$ cat src/rtl/hz_pkg.sv
package hz_pkg;
  typedef enum logic [1:0] {
    ACT_RUN      = 2'd0,
    ACT_STALL    = 2'd1,
    ACT_REDIRECT = 2'd2,
    ACT_SQUASHED = 2'd3
  } hz_act_e;

  localparam int unsigned NUM_SRC = 2;
endpackage

$ cat src/rtl/hz_ex_track.sv
module hz_ex_track #(
  parameter int unsigned REG_AW = 5
) (
  input  logic              clk,
  input  logic              rst_n,
  input  logic              hold_bubble,
  input  logic              slot_dead,
  input  logic              redirect,
  input  logic              id_is_load,
  input  logic [REG_AW-1:0] id_rt,
  output logic              ex_load,
  output logic [REG_AW-1:0] ex_dst,
  output logic              squash_q
);
  always_ff @(posedge clk) begin
    if (!rst_n) begin
      ex_load  <= 1'b0;
      ex_dst   <= '0;
      squash_q <= 1'b0;
    end else begin
      squash_q <= redirect;
      if (hold_bubble || slot_dead) begin
        ex_load <= 1'b0;
        ex_dst  <= '0;
      end else begin
        ex_load <= id_is_load;
        ex_dst  <= id_rt;
      end
    end
  end
endmodule

$ cat src/rtl/hz_load_use.sv
module hz_load_use #(
  parameter int unsigned REG_AW = 5
) (
  input  logic                                 ex_load,
  input  logic [REG_AW-1:0]                    ex_dst,
  input  logic [hz_pkg::NUM_SRC-1:0][REG_AW-1:0] srcs,
  input  logic                                 slot_dead,
  output logic                                 need_stall
);
  import hz_pkg::*;
  logic [NUM_SRC-1:0] hit;
  logic               dst_live;

  assign dst_live = ex_load && (ex_dst != '0);

  generate
    for (genvar s = 0; s < NUM_SRC; s++) begin : g_src
      assign hit[s] = dst_live && (srcs[s] == ex_dst);
    end
  endgenerate

  assign need_stall = (|hit) && !slot_dead;
endmodule

$ cat src/rtl/hz_branch_eval.sv
module hz_branch_eval #(
  parameter int unsigned DATA_W = 32
) (
  input  logic              is_branch,
  input  logic [DATA_W-1:0] op_a,
  input  logic [DATA_W-1:0] op_b,
  input  logic              blocked,
  output logic              taken
);
  logic [DATA_W-1:0] diff;
  assign diff  = op_a ^ op_b;
  assign taken = is_branch && !blocked && (diff == '0);
endmodule

$ cat src/rtl/hz_stall_flush_unit.sv
module hz_stall_flush_unit #(
  parameter int unsigned REG_AW = 5,
  parameter int unsigned DATA_W = 32
) (
  input  logic              clk,
  input  logic              rst_n,
  input  logic [REG_AW-1:0] id_rs,
  input  logic [REG_AW-1:0] id_rt,
  input  logic              id_is_load,
  input  logic              id_is_branch,
  input  logic [DATA_W-1:0] id_op_a,
  input  logic [DATA_W-1:0] id_op_b,
  output logic              pc_write,
  output logic              ifid_write,
  output logic              ctrl_zero,
  output logic              if_flush,
  output logic              pc_src
);
  import hz_pkg::*;

  logic              ex_load;
  logic [REG_AW-1:0] ex_dst;
  logic              squash_q;
  logic              stall;
  logic              taken;
  logic              blocked;
  hz_act_e           act;
  logic [NUM_SRC-1:0][REG_AW-1:0] srcs;

  assign srcs[0] = id_rs;
  assign srcs[1] = id_rt;
  assign blocked = stall || squash_q;

  hz_ex_track #(.REG_AW(REG_AW)) u_track (
    .clk         (clk),
    .rst_n       (rst_n),
    .hold_bubble (stall),
    .slot_dead   (squash_q),
    .redirect    (taken),
    .id_is_load  (id_is_load),
    .id_rt       (id_rt),
    .ex_load     (ex_load),
    .ex_dst      (ex_dst),
    .squash_q    (squash_q)
  );

  hz_load_use #(.REG_AW(REG_AW)) u_lu (
    .ex_load    (ex_load),
    .ex_dst     (ex_dst),
    .srcs       (srcs),
    .slot_dead  (squash_q),
    .need_stall (stall)
  );

  hz_branch_eval #(.DATA_W(DATA_W)) u_br (
    .is_branch (id_is_branch),
    .op_a      (id_op_a),
    .op_b      (id_op_b),
    .blocked   (blocked),
    .taken     (taken)
  );

  always_comb begin
    if (squash_q)   act = ACT_SQUASHED;
    else if (stall) act = ACT_STALL;
    else if (taken) act = ACT_REDIRECT;
    else            act = ACT_RUN;
  end

  always_comb begin
    pc_write   = 1'b1;
    ifid_write = 1'b1;
    ctrl_zero  = 1'b0;
    if_flush   = 1'b0;
    pc_src     = 1'b0;
    unique case (act)
      ACT_STALL: begin
        pc_write   = 1'b0;
        ifid_write = 1'b0;
        ctrl_zero  = 1'b1;
      end
      ACT_REDIRECT: begin
        if_flush = 1'b1;
        pc_src   = 1'b1;
      end
      ACT_SQUASHED: ctrl_zero = 1'b1;
      default: ;
    endcase
  end
endmodule

$ cat config.mk
export PLATFORM = sky130hd
export DESIGN_NAME = hz_stall_flush_unit
export DESIGN_NICKNAME = d
export VERILOG_FILES = /design/src/rtl/hz_pkg.sv /design/src/rtl/hz_ex_track.sv /design/src/rtl/hz_load_use.sv /design/src/rtl/hz_branch_eval.sv /design/src/rtl/hz_stall_flush_unit.sv
export SDC_FILE = /design/constraint.sdc
export NUM_CORES = 1
export LEC_CHECK = 0
export BUFFER_PORTS_ARGS = -buffer_cell sky130_fd_sc_hd__buf_2
export CAP_MARGIN = 0
export CORE_MARGIN = 2
export CORE_UTILIZATION = 36
export DETAILED_ROUTE_END_ITERATION = 8
export PLACE_DENSITY = 0.82
export SLEW_MARGIN = 40
export SYNTH_ARGS = -nofsm -noshare
export SYNTH_HDL_FRONTEND = slang
export SYNTH_SLANG_ARGS = --single-unit
$ cat constraint.sdc
create_clock -name clk -period 2.3 [get_ports clk]
set_clock_uncertainty 0.15 [all_clocks]
set_input_delay 0.345 -clock clk [delete_from_list [all_inputs] [get_ports clk]]
set_output_delay 0.345 -clock clk [all_outputs]
set_load 0.01 [all_outputs]
==> results of run 1 <==
## worst min path at each step
stage	end	slack, ns	cells after the start
after CTS	u_track.ex_load$_SDFF_PP0_	0.13	2
after detailed placement	u_track.ex_load$_SDFF_PP0_	0.40	2
after floorplan	u_track.ex_dst[0]$_SDFF_PP0_	0.32	1
after global placement	u_track.ex_load$_SDFF_PP0_	0.40	2
final	u_track.ex_load$_SDFF_PP0_	0.13	2
after global routing	u_track.ex_load$_SDFF_PP0_	0.14	2
## registers in the layout (all words and copies together) (netlist names)
| name | cells |
|---|---|
| u_track.ex_dst | 5 |
| u_track.squash_q | 1 |
| u_track.ex_load | 1 |
## metrics by stage
step	power (mW)	area, sq um
after floorplan	0.222	732
after detailed placement	0.309	1160
final	0.421	1190
after CTS	0.428	1190
after global routing	0.456	1190
after global placement	0.301	1160
## report_power, final
group	switching, mW	total (mW)	leakage, nW	internal, mW
sequential	0.00655	0.134	0.0580	0.128
clock	0.0499	0.116	0.0150	0.0665
combinational	0.0641	0.171	0.469	0.107
total	0.121	0.421	0.542	0.301
## final cells by class
class / instances / share of cell area (%)
Inverter: 1 / 0.316
Sequential cell: 7 / 11.8
Multi-Input combinational cell: 73 / 48.3
Timing Repair Buffer: 82 / 34.6
Clock buffer: 4 / 2.21
Tap cell: 27 / 2.85
## synth_stat cells
cell | count | share of area [%]
a311oi_4 | 1 | 3.6
and2_1 | 6 | 5.1
and3_2 | 1 | 1.0
buf_4 | 2 | 2.1
dfxtp_1 | 7 | 19
inv_1 | 1 | 0.51
nand2_1 | 3 | 1.5
nand2b_1 | 1 | 0.86
nand3_1 | 3 | 2.1
nand4_1 | 8 | 6.8
nor2_1 | 1 | 0.51
nor2b_1 | 1 | 0.86
nor3_1 | 2 | 1.4
nor4_1 | 2 | 1.7
o22ai_2 | 1 | 1.7
or2_2 | 1 | 0.86
xnor2_1 | 42 | 50
## cells by family after synthesis
logic type / after synthesis / share of synthesized area (%)
simple gates: 29 / 22.7
compound gates: 2 / 5.30
flops: 7 / 19.1
xor+xnor: 42 / 50.3
buf+inv: 3 / 2.56
## metal layers
layer	vias up	track usage, %	wire length (microns)
li1	447	-	-
met1	384	17.8	698
met2	43	38.5	1190
met3	6	5.83	137
met4	0	12.4	57
met5	-	0	0
## worst max-delay path: cells and delay by family
kind | cells | cell delay [ns]
and+or+nand+nor | 4 | 0.83
xor gates and xnor gates | 1 | 0.16
buffers and inverters | 2 | 0.27
==> flow_summary.json, run 1 <==
{
  "cap_violations": 0,
  "endpoint_kind": "primary output",
  "numPortBuffers": 82,
  "ir_worst_vdd_mv": 0.276,
  "synth_area_sq_um": 732,
  "initial_core_util_pct": 37.7,
  "viasPerCell": 4.54,
  "cts_sinks": 7,
  "grt_pass1_vias": 960,
  "start_kind": "input pin",
  "ios": 83,
  "period_needed_ns": 2.10,
  "power_leakage_nw": 0.542,
  "path_clk_slew_ns": 0.05,
  "setup_viol": 0,
  "place_inst": 190,
  "rsz0062_at_grt": "no",
  "whs_ns": 0.134,
  "wl_mm": 2.08,
  "hold_buffers": 0,
  "htree_levels": 1,
  "finalNetCount": 246,
  "power-per-cell-area_mw_per_mm2": 355,
  "multi_input_area_sq_um": 573,
  "cpPeakStageDelay_ns": 0.33,
  "clock_latency_ns": 0.26,
  "worstPathArrival_ns": 1.61,
  "path_class": "input pin to primary output",
  "ys_ff_latch": 7,
  "antennaDiodeCount": 0,
  "hp-start": "id_is_load",
  "rr_startpoint": "u_track.ex_dst[0]$_SDFF_PP0_",
  "register_area_sq_um": 140,
  "timing.fmax_ghz": 0.475,
  "track_usage_pct": 20.0,
  "dp_slack_ns": 0.180,
  "critical-path-slowest-cell": "nor4_1",
  "finalCritPeriodShare_pct": 91.5,
  "first_pass_iters": 4,
  "finalHoldViolations": 0,
  "rows": 16,
  "relSlewSlack_pct": 75.6,
  "syn_inst": 83,
  "post-cts-setup-buffer-count": 0,
  "die_w_microns": 49.1,
  "fillers": 194,
  "syn_nets": 161,
  "layout_commonest_cell": "buf_2",
  "setup_tns_ns": 0,
  "dr_total_vias": 880,
  "place.gp.congestion": 0.727,
  "min_path_type": "input pin to flop",
  "required_ns": 1.80,
  "cp-endpoint": "pc_src",
  "ys_seq_area_share_pct": 19.1,
  "rr_worst_depth": 5,
  "yosys_warnings": 0,
  "first_iter_violations": 3,
  "core_sq_mm": 0.00194,
  "cts.repair.resized": 0,
  "finalMaxSlewViolations": 0,
  "overflow": 0,
  "die-area_sq_mm": 0.00241,
  "r2r-end": "u_track.ex_dst[4]$_SDFF_PP0_",
  "path_max_fanout": 2,
  "synth.distinct_cells": 17,
  "numCtsBuffers": 3,
  "area_growth_pct": 62.2,
  "worstSetupStartpoint": "id_op_b[26]",
  "finish.utilization_pct": 61.1,
  "drc_errors": 0,
  "tightest_slew_ns": 0.367,
  "path_cells": "buf_2 > xnor2_1 > nand4_1 > nor4_1 > nand4_1 > nor3_1 > buf_2",
  "drive_gt1_share_pct": 53.3,
  "synth.avg_cell_area_sq_um": 8.82,
  "reg2reg_slack_ns": 0.78,
  "mostFrequentLayoutCells": "buf_2, xnor2_1, nand4_1",
  "fp.dieH_microns": 49.1,
  "finalWorstSetupSlack_ns": 0.195,
  "cts_tree": "built",
  "antenna_found_initial": 0,
  "grt_max_degree": 8,
  "wire_per_inst_microns": 10.7,
  "clockBufferDepth": 2,
  "stdcell_count": 194,
  "cts_root_buffer": "clkbuf_4",
  "grt_pass1_wl_mm": 3.70,
  "ant_nets": 0,
  "status": "complete, no violations"
}
(Power assumes the default switching activity.)
==> run 2: changes to the inputs <==
CORE_UTILIZATION = 30   (was 36)
PLACE_DENSITY = 0.73   (was 0.82)
clock period = 1.8 ns   (was 2.3 ns; I/O delays follow)
==> run 2 against run 1 <==
The flow now finishes with violations (setup timing). Clock power up 26%. First-iteration DRC count rose to 4.7 times the previous value. Clock-buffer cell count unchanged. Largest cell class unchanged. Die area up 18%. Setup slack worse by 0.29 ns. Via count up 2.6%. Critical path depth down 1. Critical path type is now flop to primary output. Sequential share of layout area up 0.098 points. Global-route usage down 4.2 points.
==> flow_summary.json, run 2 (synthesis results as in run 1) <==
{
  "status": "finished with violations",
  "violations": "setup timing",
  "cp.depth": 6,
  "drive_gt1_share_pct": 59.5,
  "finalMaxSlewViolations": 0,
  "reg.largest.list": "u_track.ex_dst x5, u_track.ex_load x1, u_track.squash_q x1",
  "start_kind": "flop",
  "path_cells": "xnor2_2 > nand3_1 > o22ai_2 > and3_4 > or2_4 > buf_6",
  "finalCritPeriodShare_pct": 106,
  "layout_commonest_cell": "buf_2",
  "overflow": 0,
  "critical-path-slowest-cell": "dfxtp_4",
  "numPortBuffers": 82,
  "grt_pass1_wl_mm": 3.23,
  "cp-endpoint": "ctrl_zero",
  "dpl.hpwl_mm": 1.89,
  "cpPeakStageDelay_ns": 0.36,
  "fp.dieH_microns": 53.4,
  "r2r-end": "u_track.ex_dst[1]$_SDFF_PP0_",
  "initial_core_util_pct": 32.5,
  "largest_reg_flops": 5,
  "grt_max_degree": 8,
  "path_clk_slew_ns": 0.05,
  "dp_slack_ns": -0.115,
  "mostFrequentLayoutCells": "buf_2, xnor2_1, nand4_1",
  "required_ns": 1.38,
  "die_w_microns": 53.4,
  "hold_buffers": 0,
  "antenna_found_initial": 0,
  "cts_root_buffer": "clkbuf_4",
  "place.gp.congestion": 0.712,
  "timing.fmax_ghz": 0.526,
  "ant_nets": 0,
  "wire_per_inst_microns": 11.3,
  "finalPower_mw": 0.549,
  "relSlewSlack_pct": 76.2,
  "clockBufferDepth": 2,
  "grt_pass1_vias": 880,
  "setup_viol": 5,
  "min_path_type": "input pin to flop",
  "cts_tree": "built",
  "die-area_sq_mm": 0.00285,
  "endpoint_kind": "primary output",
  "final_cell_area_sq_mm": 0.00125,
  "finalWorstSetupSlack_ns": -0.0994,
  "period_needed_ns": 1.90,
  "place_inst": 191,
  "finish.utilization_pct": 55.5,
  "rsz0062_at_grt": "yes",
  "rr_worst_depth": 6,
  "path_class": "flop to primary output",
  "stdcell_count": 196,
  "cap_violations": 0,
  "rr_startpoint": "u_track.ex_dst[1]$_SDFF_PP0_",
  "first_pass_iters": 2,
  "drc_errors": 0,
  "track_usage_pct": 15.8,
  "numCtsBuffers": 3,
  "regMostFlops": "u_track.ex_dst",
  "antennaDiodeCount": 0,
  "finalNetCount": 247,
  "worstSetupStartpoint": "u_track.ex_dst[1]$_SDFF_PP0_",
  "reg2reg_slack_ns": 0.19,
  "critPathBufInv": 1,
  "cts_sinks": 7,
  "power-per-cell-area_mw_per_mm2": 439,
  "area_growth_pct": 70.9,
  "clock_latency_ns": 0.26,
  "htree_levels": 1,
  "crit_family": "simple AND/OR/NAND/NOR gates",
  "power_leakage_nw": 0.567,
  "viasPerCell": 4.61,
  "path_max_fanout": 3,
  "worstPathArrival_ns": 1.48,
  "rows": 17,
  "hp-start": "id_is_load",
  "ir_worst_vdd_mv": 0.236,
  "fillers": 227,
  "finalHoldViolations": 0,
  "ios": 83,
  "first_iter_violations": 14,
  "dr_total_vias": 903,
  "tightest_slew_ns": 0.357,
  "wl_mm": 2.21,
  "postPlaceCellArea_sq_mm": 0.00117,
  "core_sq_mm": 0.00225
}
[run 2: worst reg2reg max path: stages (launching register included)]
cell	delay, ns
dfxtp_4	0.36
xnor2_2	0.13
nand3_1	0.10
o22ai_2	0.10
buf_4	0.15
a311oi_4	0.39
and2_1	0.18
[run 2: how the worst min path moves through the flow]
stage | slack [ns] | depth (start not counted) | to
2_1_floorplan | 0.24 | 1 | u_track.ex_dst[0]$_SDFF_PP0_
3_3_place_gp | 0.33 | 2 | u_track.ex_load$_SDFF_PP0_
3_5_place_dp | 0.33 | 2 | u_track.ex_load$_SDFF_PP0_
4_1_cts | 0.06 | 2 | u_track.ex_load$_SDFF_PP0_
5_1_grt | 0.06 | 2 | u_track.ex_load$_SDFF_PP0_
6_report | 0.06 | 2 | u_track.ex_load$_SDFF_PP0_
[run 2: per-stage QoR]
| stage | TNS, ns | hold WS, ns |
|---|---|---|
| 2_1_floorplan | 0 | 0.242 |
| 3_3_place_gp | -0.140 | 0.335 |
| 3_5_place_dp | -0.227 | 0.325 |
| 4_1_cts | -0.759 | 0.0550 |
| 5_1_grt | -0.998 | 0.0571 |
| 6_report | -0.473 | 0.0633 |
[run 2: cell type report]
| cell class | count | area, sq um | area share [%] |
|---|---|---|---|
| Sequential cell | 7 | 149 | 11.9 |
| Timing Repair Buffer | 83 | 424 | 33.9 |
| Tap cell | 28 | 35.0 | 2.80 |
| Inverter | 1 | 3.75 | 0.300 |
| Multi-Input combinational cell | 73 | 613 | 49.0 |
| Clock buffer | 4 | 26.3 | 2.10 |
[run 2: report_power, final]
| part | internal, mW | leakage, nW | switching (mW) |
|---|---|---|---|
| sequential | 0.164 | 0.0597 | 0.00980 |
| combinational | 0.143 | 0.493 | 0.0866 |
| clock | 0.0848 | 0.0150 | 0.0607 |
[run 2: per-layer routing]
metal | part of all wire [%] | wire [microns] | track usage, % | up-vias
met2 | 56 | 1250 | 34.4 | 50
met1 | 30 | 669 | 11.7 | 402
li1 | - | - | - | 447
met4 | 1.1 | 25 | 6.84 | 0
met5 | 0 | 0 | 0 | -
met3 | 12 | 268 | 5.08 | 4
[run 2: what timing repair did]
item | CTS | global route
pin swaps | 6 | 4
endpoints found under the setup margin | 5 | 5
buffers inserted | 0 | 1
gates resized for setup | 11 | 2
==> run 3: changes to the inputs <==
CAP_MARGIN = 40   (was 0)
REMOVE_ABC_BUFFERS = 1   (was unset)
==> run 3 against run 2 <==
The run still ends with setup timing left. Clock-buffer cell count unchanged. Sequential power about the same. Die area unchanged. Via count increased by 2.8%. Critical path type unchanged. Largest cell class unchanged. Largest power group unchanged. Highest routed layer unchanged.
==> flow_summary.json, run 3 (synthesis results as in run 1) <==
{
  "ios": 83,
  "required_ns": 1.38,
  "tightest_slew_ns": 0.391,
  "period_needed_ns": 1.94,
  "relSlewSlack_pct": 73.9,
  "endpoint_kind": "primary output",
  "setup_viol": 5,
  "first_pass_iters": 6,
  "place.gp.congestion": 0.661,
  "rr_worst_depth": 6,
  "min_path_type": "input pin to flop",
  "hp-start": "id_is_load",
  "power_leakage_nw": 0.661,
  "grt_busiest_layer": "met2",
  "htree_levels": 1,
  "viasPerCell": 4.66,
  "status": "finished with violations",
  "area_growth_pct": 95.4,
  "track_usage_pct": 16.3,
  "path_cells": "xnor2_2 > nand2_1 > o22ai_2 > and3_4 > or2_4 > buf_6",
  "path_class": "flop to primary output",
  "r2r-end": "u_track.ex_dst[3]$_SDFF_PP0_",
  "layout_commonest_cell": "buf_2",
  "antenna_found_initial": 0,
  "initial_core_util_pct": 32.5,
  "grt_max_degree": 8,
  "finalNetCount": 250,
  "mostFrequentLayoutCells": "buf_2, xnor2_1, xnor2_2",
  "dpl.hpwl_mm": 1.89,
  "finalWorstSetupSlack_ns": -0.137,
  "start_kind": "flop",
  "power-per-cell-area_mw_per_mm2": 410,
  "setup_tns_ns": -0.568,
  "clock_latency_ns": 0.25,
  "reg.largest.list": "u_track.ex_dst x5, u_track.ex_load x1, u_track.squash_q x1",
  "met1_usage_pct": 14.3,
  "die-area_sq_mm": 0.00285,
  "timing.fmax_ghz": 0.516,
  "rows": 17,
  "whs_ns": 0.0864,
  "drc_errors": 0,
  "final_cell_area_sq_mm": 0.00143,
  "cts_root_buffer": "clkbuf_4",
  "first_iter_violations": 9,
  "numCtsBuffers": 3,
  "dr_total_vias": 928,
  "finalPower_mw": 0.587,
  "drive_gt1_share_pct": 66.7,
  "grt_use_met3_pct": 2.54,
  "finalMaxSlewViolations": 0,
  "finalCritPeriodShare_pct": 108,
  "overflow": 0,
  "path_max_fanout": 3,
  "finalHoldViolations": 0,
  "finish.utilization_pct": 63.4,
  "cts_sinks": 7,
  "rsz0062_at_grt": "yes",
  "cts_tree": "built",
  "ant_nets": 0,
  "largest_reg_flops": 5,
  "core_sq_mm": 0.00225,
  "numPortBuffers": 82,
  "die_w_microns": 53.4,
  "rr_startpoint": "u_track.ex_dst[4]$_SDFF_PP0_",
  "postPlaceCellArea_sq_mm": 0.00117,
  "worstPathArrival_ns": 1.52,
  "cap_violations": 0,
  "fp.dieH_microns": 53.4,
  "grt_util_met2_pct": 36.2,
  "ir_worst_vdd_mv": 0.293,
  "cpPeakStageDelay_ns": 0.35,
  "violations": "setup timing",
  "wl_mm": 2.53,
  "clockBufferDepth": 2,
  "path_clk_slew_ns": 0.05,
  "regMostFlops": "u_track.ex_dst",
  "wire_per_inst_microns": 12.7,
  "critical-path-slowest-cell": "dfxtp_2",
  "holdPathEnd": "u_track.ex_load$_SDFF_PP0_",
  "antennaDiodeCount": 0,
  "grt_pass1_wl_mm": 3.37,
  "reg2reg_slack_ns": 0.13,
  "grt_pass1_vias": 883,
  "min_path_cells": 2
}
[run 3: cell types whose count changed in the layout (fill, tap and decap cells not counted), sizes merged]
cell  previous run  this run
buf             83        86
[run 3: final cells by class]
type / instances / area (sq um)
Multi-Input combinational cell: 73 / 696
Timing Repair Buffer: 86 / 515
Inverter: 1 / 3.75
Tap cell: 28 / 35.0
Fill cell: 184 / 825
Sequential cell: 7 / 154
Clock buffer: 4 / 26.3
[run 3: worst max path at each step]
stage                                      start    endpoint  slack (ns)  depth (start not counted)
detailed placement                    id_op_b[9]    if_flush       -0.23                          7
CTS                 u_track.ex_dst[0]$_SDFF_PP0_  ifid_write       -0.09                          6
floorplan                            id_op_b[14]    if_flush        0.02                          5
finish              u_track.ex_dst[2]$_SDFF_PP0_   ctrl_zero       -0.14                          6
global route        u_track.ex_dst[0]$_SDFF_PP0_   ctrl_zero       -0.22                          6
global placement                     id_op_b[18]      pc_src       -0.13                          7
[run 3: critical path, delay by kind of cell (launching register included)]
kind | cells | cell delay (ns)
AO/OA/AOI/OAI | 1 | 0.21
flip-flops | 1 | 0.35
buffers and inverters | 1 | 0.09
XOR/XNOR | 1 | 0.17
AND/OR/NAND/NOR | 3 | 0.47
[run 3: report_power, final]
group / switching, mW / internal (mW) / total [mW]
Combinational: 0.0979 / 0.174 / 0.272
Clock: 0.0568 / 0.0845 / 0.141
Sequential: 0.0122 / 0.162 / 0.174
[run 3: layer usage]
metal	up-vias	wire length, microns
met4	0	11
met3	2	283
li1	454	-
met2	61	1430
met1	411	814
met5	-	0
[run 3: repair_timing]
action,in CTS,in global routing
setup endpoints to repair,5,5
gates resized for setup,31,7
pin swaps,13,0
hold buffers,0,0
cloned,0,0
buffers inserted,3,0
[run 3: per-stage QoR]
step                      cells  setup slack, ns
after floorplan              81           0.0152
after global placement      192           -0.132
after detailed placement    192           -0.233
after CTS                   199          -0.0894
after global routing        199           -0.216
final                       199           -0.137
